$ cat src/rtl/rop3_pkg.sv
package rop3_pkg;
    localparam int unsigned WORD_W  = 16;
    localparam int unsigned SHIFT_W = $clog2(WORD_W);
    localparam int unsigned FUNC_W  = 8;

    typedef logic [WORD_W-1:0]  word_t;
    typedef logic [SHIFT_W-1:0] shamt_t;
    typedef logic [FUNC_W-1:0]  func_t;

    // Row position of the current word
    typedef struct packed {
        logic head;
        logic tail;
        logic rev;
    } rowpos_t;

    // Processed triple feeding the logic stage
    typedef struct packed {
        word_t a;
        word_t b;
        word_t c;
    } triple_t;

    function automatic word_t pick_src(input logic en, input word_t live, input word_t held);
        return en ? live : held;
    endfunction

    function automatic word_t edge_gate(input rowpos_t pos, input word_t w,
                                        input word_t m_head, input word_t m_tail);
        word_t g;
        g = w;
        if (pos.head) g = g & m_head;
        if (pos.tail) g = g & m_tail;
        return g;
    endfunction
endpackage

$ cat src/rtl/rop3_shift_lane.sv
module rop3_shift_lane
    import rop3_pkg::*;
(
    input  logic    clk,
    input  logic    rst,
    input  logic    in_valid,
    input  rowpos_t pos,
    input  logic    use_ch,
    input  word_t   src,
    input  word_t   hold,
    input  shamt_t  shift,
    input  word_t   mask_head,
    input  word_t   mask_tail,
    output word_t   word_out
);
    localparam int unsigned WIDE_W = 2 * WORD_W;

    word_t carry_q;
    word_t gated;
    word_t prev_eff;
    logic [WIDE_W-1:0] wide_r;
    logic [WIDE_W-1:0] wide_l;

    always_comb begin
        gated    = edge_gate(pos, pick_src(use_ch, src, hold), mask_head, mask_tail);
        prev_eff = pos.head ? '0 : carry_q;
        wide_r   = {prev_eff, gated} >> shift;
        wide_l   = {gated, prev_eff} << shift;
        word_out = pos.rev ? wide_l[WIDE_W-1:WORD_W] : wide_r[WORD_W-1:0];
    end

    always_ff @(posedge clk) begin
        if (rst)
            carry_q <= '0;
        else if (in_valid)
            carry_q <= gated;
    end


    vacated_low_chk: assert property (@(posedge clk) disable iff (rst)
        (in_valid && pos.head && pos.rev) |-> ((word_out & ~(word_t'('1) << shift)) == '0));


    vacated_high_chk: assert property (@(posedge clk) disable iff (rst)
        (in_valid && pos.head && !pos.rev) |-> ((word_out & ~(word_t'('1) >> shift)) == '0));


    head_mask_chk: assert property (@(posedge clk) disable iff (rst)
        (in_valid && pos.head && shift == '0) |-> ((word_out & ~mask_head) == '0));
endmodule

$ cat src/rtl/rop3_minterm.sv
module rop3_minterm
    import rop3_pkg::*;
(
    input  triple_t trio,
    input  func_t   code,
    output word_t   result
);
    for (genvar i = 0; i < WORD_W; i++) begin : g_bit
        logic [2:0] sel;
        assign sel       = {trio.a[i], trio.b[i], trio.c[i]};
        assign result[i] = code[sel];
    end
endmodule

$ cat src/rtl/rop3_datapath.sv
module rop3_datapath
    import rop3_pkg::*;
(
    input  logic        clk,
    input  logic        rst,
    input  logic        in_valid,
    input  logic        first_word,
    input  logic        last_word,
    input  logic        descend,
    input  logic        use_a,
    input  logic        use_b,
    input  logic        use_c,
    input  logic [15:0] src_a,
    input  logic [15:0] src_b,
    input  logic [15:0] src_c,
    input  logic [15:0] hold_a,
    input  logic [15:0] hold_b,
    input  logic [15:0] hold_c,
    input  logic [3:0]  shift_a,
    input  logic [3:0]  shift_b,
    input  logic [15:0] mask_first,
    input  logic [15:0] mask_last,
    input  logic [7:0]  func,
    output logic        out_valid,
    output logic [15:0] out_word
);
    rowpos_t pos;
    rowpos_t pos_plain;
    triple_t trio;
    word_t   comb_word;

    assign pos       = '{head: first_word, tail: last_word, rev: descend};
    assign pos_plain = '{head: first_word, tail: 1'b0, rev: descend};

    rop3_shift_lane u_lane_a (
        .clk(clk), .rst(rst), .in_valid(in_valid), .pos(pos),
        .use_ch(use_a), .src(src_a), .hold(hold_a), .shift(shift_a),
        .mask_head(mask_first), .mask_tail(mask_last), .word_out(trio.a)
    );

    rop3_shift_lane u_lane_b (
        .clk(clk), .rst(rst), .in_valid(in_valid), .pos(pos_plain),
        .use_ch(use_b), .src(src_b), .hold(hold_b), .shift(shift_b),
        .mask_head('1), .mask_tail('1), .word_out(trio.b)
    );

    assign trio.c = pick_src(use_c, src_c, hold_c);

    rop3_minterm u_logic (
        .trio(trio), .code(func), .result(comb_word)
    );

    always_ff @(posedge clk) begin
        if (rst) begin
            out_valid <= 1'b0;
            out_word  <= '0;
        end else begin
            out_valid <= in_valid;
            if (in_valid)
                out_word <= comb_word;
        end
    end


    valid_follow_chk: assert property (@(posedge clk) disable iff (rst)
        in_valid |=> out_valid);


    idle_hold_chk: assert property (@(posedge clk) disable iff (rst)
        !in_valid |=> (!out_valid && $stable(out_word)));


    clear_code_chk: assert property (@(posedge clk) disable iff (rst)
        (in_valid && func == 8'h00) |=> (out_word == 16'h0000));


    set_code_chk: assert property (@(posedge clk) disable iff (rst)
        (in_valid && func == 8'hFF) |=> (out_word == 16'hFFFF));


    copy_c_chk: assert property (@(posedge clk) disable iff (rst)
        (in_valid && func == 8'hAA && use_c) |=> (out_word == $past(src_c)));
endmodule

$ cat config.mk
export PLATFORM = sky130hd
export DESIGN_NAME = rop3_datapath
export DESIGN_NICKNAME = d
export VERILOG_FILES = /design/src/rtl/rop3_pkg.sv /design/src/rtl/rop3_shift_lane.sv /design/src/rtl/rop3_minterm.sv /design/src/rtl/rop3_datapath.sv
export SDC_FILE = /design/constraint.sdc
export NUM_CORES = 1
export LEC_CHECK = 0
export BUFFER_PORTS_ARGS = -buffer_cell sky130_fd_sc_hd__buf_4
export CAP_MARGIN = 40
export CORE_ASPECT_RATIO = 0.5
export CORE_UTILIZATION = 46
export CTS_CLUSTER_SIZE = 25
export DETAILED_ROUTE_END_ITERATION = 8
export PLACE_DENSITY = 0.66
export SYNTH_ARGS = -nofsm -noshare
export SYNTH_HDL_FRONTEND = slang
export SYNTH_SLANG_ARGS = --single-unit
$ cat constraint.sdc
create_clock -name clk -period 2.7 [get_ports clk]
set_input_delay 0.27 -clock clk [delete_from_list [all_inputs] [get_ports clk]]
set_output_delay 0.27 -clock clk [all_outputs]
set_load 0.005 [all_outputs]
After elaboration in Yosys (flattened, before gate mapping)
Cells that the tools add are included.
{"block": "totals", "reg_bits": 49, "input_bits": 153, "output_inout_bits": 17}
{"block": "op_classes", "magnitude_cmp": 16, "shifts": 4, "muxes": 41, "n_bitwise": 2}
{"op": "$mux W16", "n": 9}
{"op": "$lt A3 B4 Y1 const B", "n": 16}
{"op": "$shl A32 B4 Y32", "n": 2}
{"op": "$shr A32 B4 Y16", "n": 2}
{"op": "$bmux W1 S3", "n": 16}
{"op": "$and A16 B16 Y16", "n": 2}
{"op": "$mux W1", "n": 16}

Depth between registers and ports, before layout
{"block": "logic_depth", "ltp_word": 9, "mapped_depth": 13, "ltp_nobuf": 8}

Cells and area by module
Synthesis repeated with hierarchy kept, for this count alone.
{"block": "hier_totals", "cells_unflattened": 968, "area_unflattened_um2": 9331.4}
{"mod": "rop3_shift_lane", "n_inst": 2, "cells_per_inst": 419, "area_per_inst_um2": 3688.5, "seq_area_each_um2": 320.3}
{"mod": "rop3_minterm", "n_inst": 1, "cells_per_inst": 56, "area_per_inst_um2": 1094.8, "seq_area_each_um2": 0.0}
{"mod": "rop3_datapath", "n_inst": 1, "cells_per_inst": 74, "area_per_inst_um2": 859.6, "seq_area_each_um2": 340.3}

Least setup slack after synthesis
Ideal clock, no wire load.
{"block": "synth_path", "path_kind": "in2reg", "start": "input port use_b", "end": "register out_word[9]", "setup_time_ps": 86, "arrival_time_ps": 2692, "t_required_ps": 2614, "path_slack_ps": -78, "stages": 9, "cell_sequence": "buf_2 -> buf_4 -> mux4_2 -> mux4_2 -> mux2i_1 -> mux2_2 -> a211oi_1 -> mux2i_1 -> a211oi_1"}
{"block": "synth_via", "elab_chain_len": 5, "elab_cells_between_ends": 6, "cone_classes": "2 x shift; 4 x mux"}
{"item": "start, declared", "line_no": "rop3_datapath.sv:11", "rtl": "input logic use_b,"}
{"item": "$mux W16 *", "line_no": "rop3_pkg.sv:25", "rtl": "return en ? live : held;"}
{"item": "$shr A32 B4 Y16 or $shl A32 B4 Y32 (tied branches)", "line_no": "rop3_shift_lane.sv:27, rop3_shift_lane.sv:28"}
{"item": "$mux W16 *", "line_no": "rop3_shift_lane.sv:29", "rtl": "word_out = pos.rev ? wide_l[WIDE_W-1:WORD_W] : wide_r[WORD_W-1:0];"}
{"item": "$bmux W1 S3 *", "line_no": "rop3_minterm.sv:11", "rtl": "assign result[i] = code[sel];"}
{"item": "$mux W1 (not written as such) *", "line_no": "rop3_minterm.sv:11"}
{"item": "end signal, assigned", "line_no": "rop3_datapath.sv:60", "rtl": "out_word <= comb_word;"}
{"item": "end, declared", "line_no": "rop3_datapath.sv:25", "rtl": "output logic [15:0] out_word"}
Mark *: on every way between the ends. The rest lies on a longest branch, timed or not. The select of a mux whose other input is x is not followed.
A chain may end at the register's enable or synchronous reset.

Final worst setup path
{"block": "layout_path", "start": "register u_lane_b.carry_q[3]", "end": "register out_word[5]"}
{"block": "layout_via", "elab_chain_len": 5, "elab_cells_between_ends": 6, "cone_classes": "2 x shift; 4 x mux"}
{"item": "start, declared", "line_no": "rop3_shift_lane.sv:18", "rtl": "word_t carry_q;"}
{"item": "start signal, assigned", "line_no": "rop3_shift_lane.sv:36", "rtl": "carry_q <= gated;"}
{"item": "$mux W16 *", "line_no": "rop3_shift_lane.sv:26", "rtl": "prev_eff = pos.head ? '0 : carry_q;"}
{"item": "$shr A32 B4 Y16 or $shl A32 B4 Y32 (tied branches)", "line_no": "rop3_shift_lane.sv:27, rop3_shift_lane.sv:28"}
{"item": "$mux W16 *", "line_no": "rop3_shift_lane.sv:29"}
{"item": "$bmux W1 S3 *", "line_no": "rop3_minterm.sv:11"}
{"item": "$mux W1 (not written as such) *", "line_no": "rop3_minterm.sv:11"}
Marks and branches as above.

==> out/metrics.yaml <==
cts:
  postCtsSetupRepairBufs: 0
  cts-root-buf: "clkbuf_16"
  cts_max_path_buffers: 2
  cts_tree: "yes"
  clock-sinks: 49
  cts_max_level: 2
  clock_latency_ns: 0.32
  cts_made_buffers: 5
  clk_pin_slew_ns: 0.08
detailed_routing:
  viasPerCell: 6.72
  drt-initial-drc-count: 1407
  drc_errors: 0
  drt-total-wl_um: 42000
  ant_nets: 0
  firstDrtPassIters: 5
  vias: 11280
  wl_per_cell_um: 25.0
place:
  dp_slack_ns: -0.438
  dp_hpwl_um: 33100
  port_buffers: 169
  placed_cells: 1669
  finalWeightedCongestion: 1.04
setup_path:
  arrival_ns: 2.83
  critPathKind: "reg -> reg"
  critPathMaxFanout: 4
  critPathLaunchType: "flop"
  cp-end-kind: "flop"
  required_ns: 2.87
sta:
  finalSetupTns_ns: 0
  worst_pin_slew_ns: 0.849
  setup_viol: 0
  setup_ws_ns: 0.0390
  skew_ns: 0.0119
  slew_viol_final: 0
  finalCritPeriodShare_pct: 98.6
  fmax_mhz: 376
  relSlewSlack_pct: 42.7
  timing_hold_violations_final: 0
  fin_crit_ns: 2.66
  whs_ns: 0.338
logic_synthesis:
  synth.net_count: 1237
  synthDistinctLibCells: 77
  syn-cell-area_sq_um: 9850
  synth_edf_count: 0
  ys.flop_type: "dfxtp_1"
  synth.most_common_cell: "mux2i_1"
  yosys-top-cells-area: "mux4_2 30%, mux2i_1 15%, dfxtp_1 10%"
  synth.top_cells.by_count: "143 x mux2i_1, 130 x mux4_2, 124 x nor2_1, 80 x nand2_1, 51 x clkbuf_1"
  async_flop_share_pct: 0
  yosysTopAreaCellShare_pct: 29.7
  synth_area_per_cell_sq_um: 9.09
  yosysWarnings: 0
  seq_area_frac_synth_pct: 9.96
  synth_cells: 1084
  yosysTopAreaCell: "mux4_2"
  yosys_register_bits: 49
worst_hold_path:
  holdCritPathClass: "in -> reg"
final_layout:
  layoutNonFillerInstCount: 1678
  finalCoreUtilization_pct: 64.1
  nets: 1556
  area_growth_pct: 35.2
  drive_above_1_share_pct: 45.3
  fillCellCount: 1767
run:
  max_cap_violations: 0
floorplanning:
  fp.coreArea_sq_um: 20800
  row_count: 37
  dieWidth_um: 209
  die_h_um: 105
  die-area_sq_um: 22000
  io_pins: 170
  initial_core_util_pct: 47.4
power:
  p_leak_nw: 5.63
  ir_drop_mv: 0.291
  p_per_area_nw_per_um2: 319
global_route:
  antenna_found_initial: 0
  grt_pass1_vias: 11120
  overflow: 0
  grt_use_total_pct: 37.8
  grt_pass1_wl_um: 64300
  grt_max_degree: 66
status:
  status: "finished clean"
[final cells by class]
class,count,area [sq um],area share [%]
clock inverters,3,68.8,0.517
multi-input cells,901,8300,62.4
clock buffers,5,125,0.940
repair buffers,424,3410,25.6
flip-flops and latches,49,981,7.37
inverters,22,82.6,0.620
diodes,1,2.50,0.0188
well taps,273,342,2.57
[worst paths after layout]
path,cells after the start,slack (ns),end,start
min reg2reg,2,0.49,out_word[13],out_word[13]
max reg2reg,8,0.04,out_word[5],u_lane_b.carry_q[3]
min,3,0.34,u_lane_b.carry_q[10],hold_b[10]
max,8,0.04,out_word[5],u_lane_b.carry_q[3]
[metal layers]
| metal | track usage, % | part of all wire, % | vias up |
|---|---|---|---|
| met5 | 0 | 0 | - |
| li1 | - | - | 4958 |
| met2 | 64.2 | 48 | 641 |
| met3 | 5.60 | 7.6 | 111 |
| met1 | 48.3 | 40 | 5570 |
| met4 | 15.8 | 4.0 | 0 |
[worst max-delay path, cell delays in order, from the launching register on]
cell	delay [ns]
dfxtp_1	0.35
mux4_2	0.55
a221oi_2	0.41
o32ai_1	0.26
mux2i_1	0.25
mux4_2	0.35
mux2i_1	0.15
buf_4	0.14
a211oi_1	0.06
[placed cells by master, fill, tap and decap left out, types with 17 or more instances in the layout]
master | netlist | layout
nor2_1 | 124 | 124
nor3_1 | 21 | 19
mux2i_1 | 143 | 138
mux4_2 | 130 | 130
nand2_1 | 80 | 80
nor2b_1 | 18 | 17
buf_4 | 9 | 403
a21oi_1 | 47 | 46
buf_12 | 1 | 17
mux2_2 | 29 | 29
dfxtp_1 | 49 | 49
o21ai_0 | 35 | 35
a211oi_1 | 36 | 35
[report_power, final]
group / switching, W / total, W / internal, W
Clock: 0.000326 / 0.000861 / 0.000535
Sequential: 0.0000620 / 0.000840 / 0.000778
Combinational: 0.00125 / 0.00254 / 0.00129
Total: 0.00164 / 0.00424 / 0.00260
[flip-flops by register name, indices dropped and copies added (netlist names)]
register / flops
out_word: 16
u_lane_a.carry_q: 16
out_valid: 1
u_lane_b.carry_q: 16
[through the flow]
step / power [W] / area (sq um)
finish: 0.00424 / 13300
global route: 0.00443 / 13300
CTS: 0.00420 / 13200
detailed placement: 0.00331 / 13000
global placement: 0.00328 / 13000
floorplan: 0.00223 / 9880
[cells by family after synthesis]
logic type             share of synthesized area [%]
AO/OA/AOI/OAI                                   20.0
buffers and inverters                           6.59
flip-flops                                      9.96
multiplexers                                    48.4
AND/OR/NAND/NOR                                 15.0
[timing repair]
| action | CTS | global route |
|---|---|---|
| hold buffers | 0 | 0 |
| resized for setup | 5 | 17 |
| setup endpoints to repair | 4 | 15 |
(Power assumes the default switching activity.)
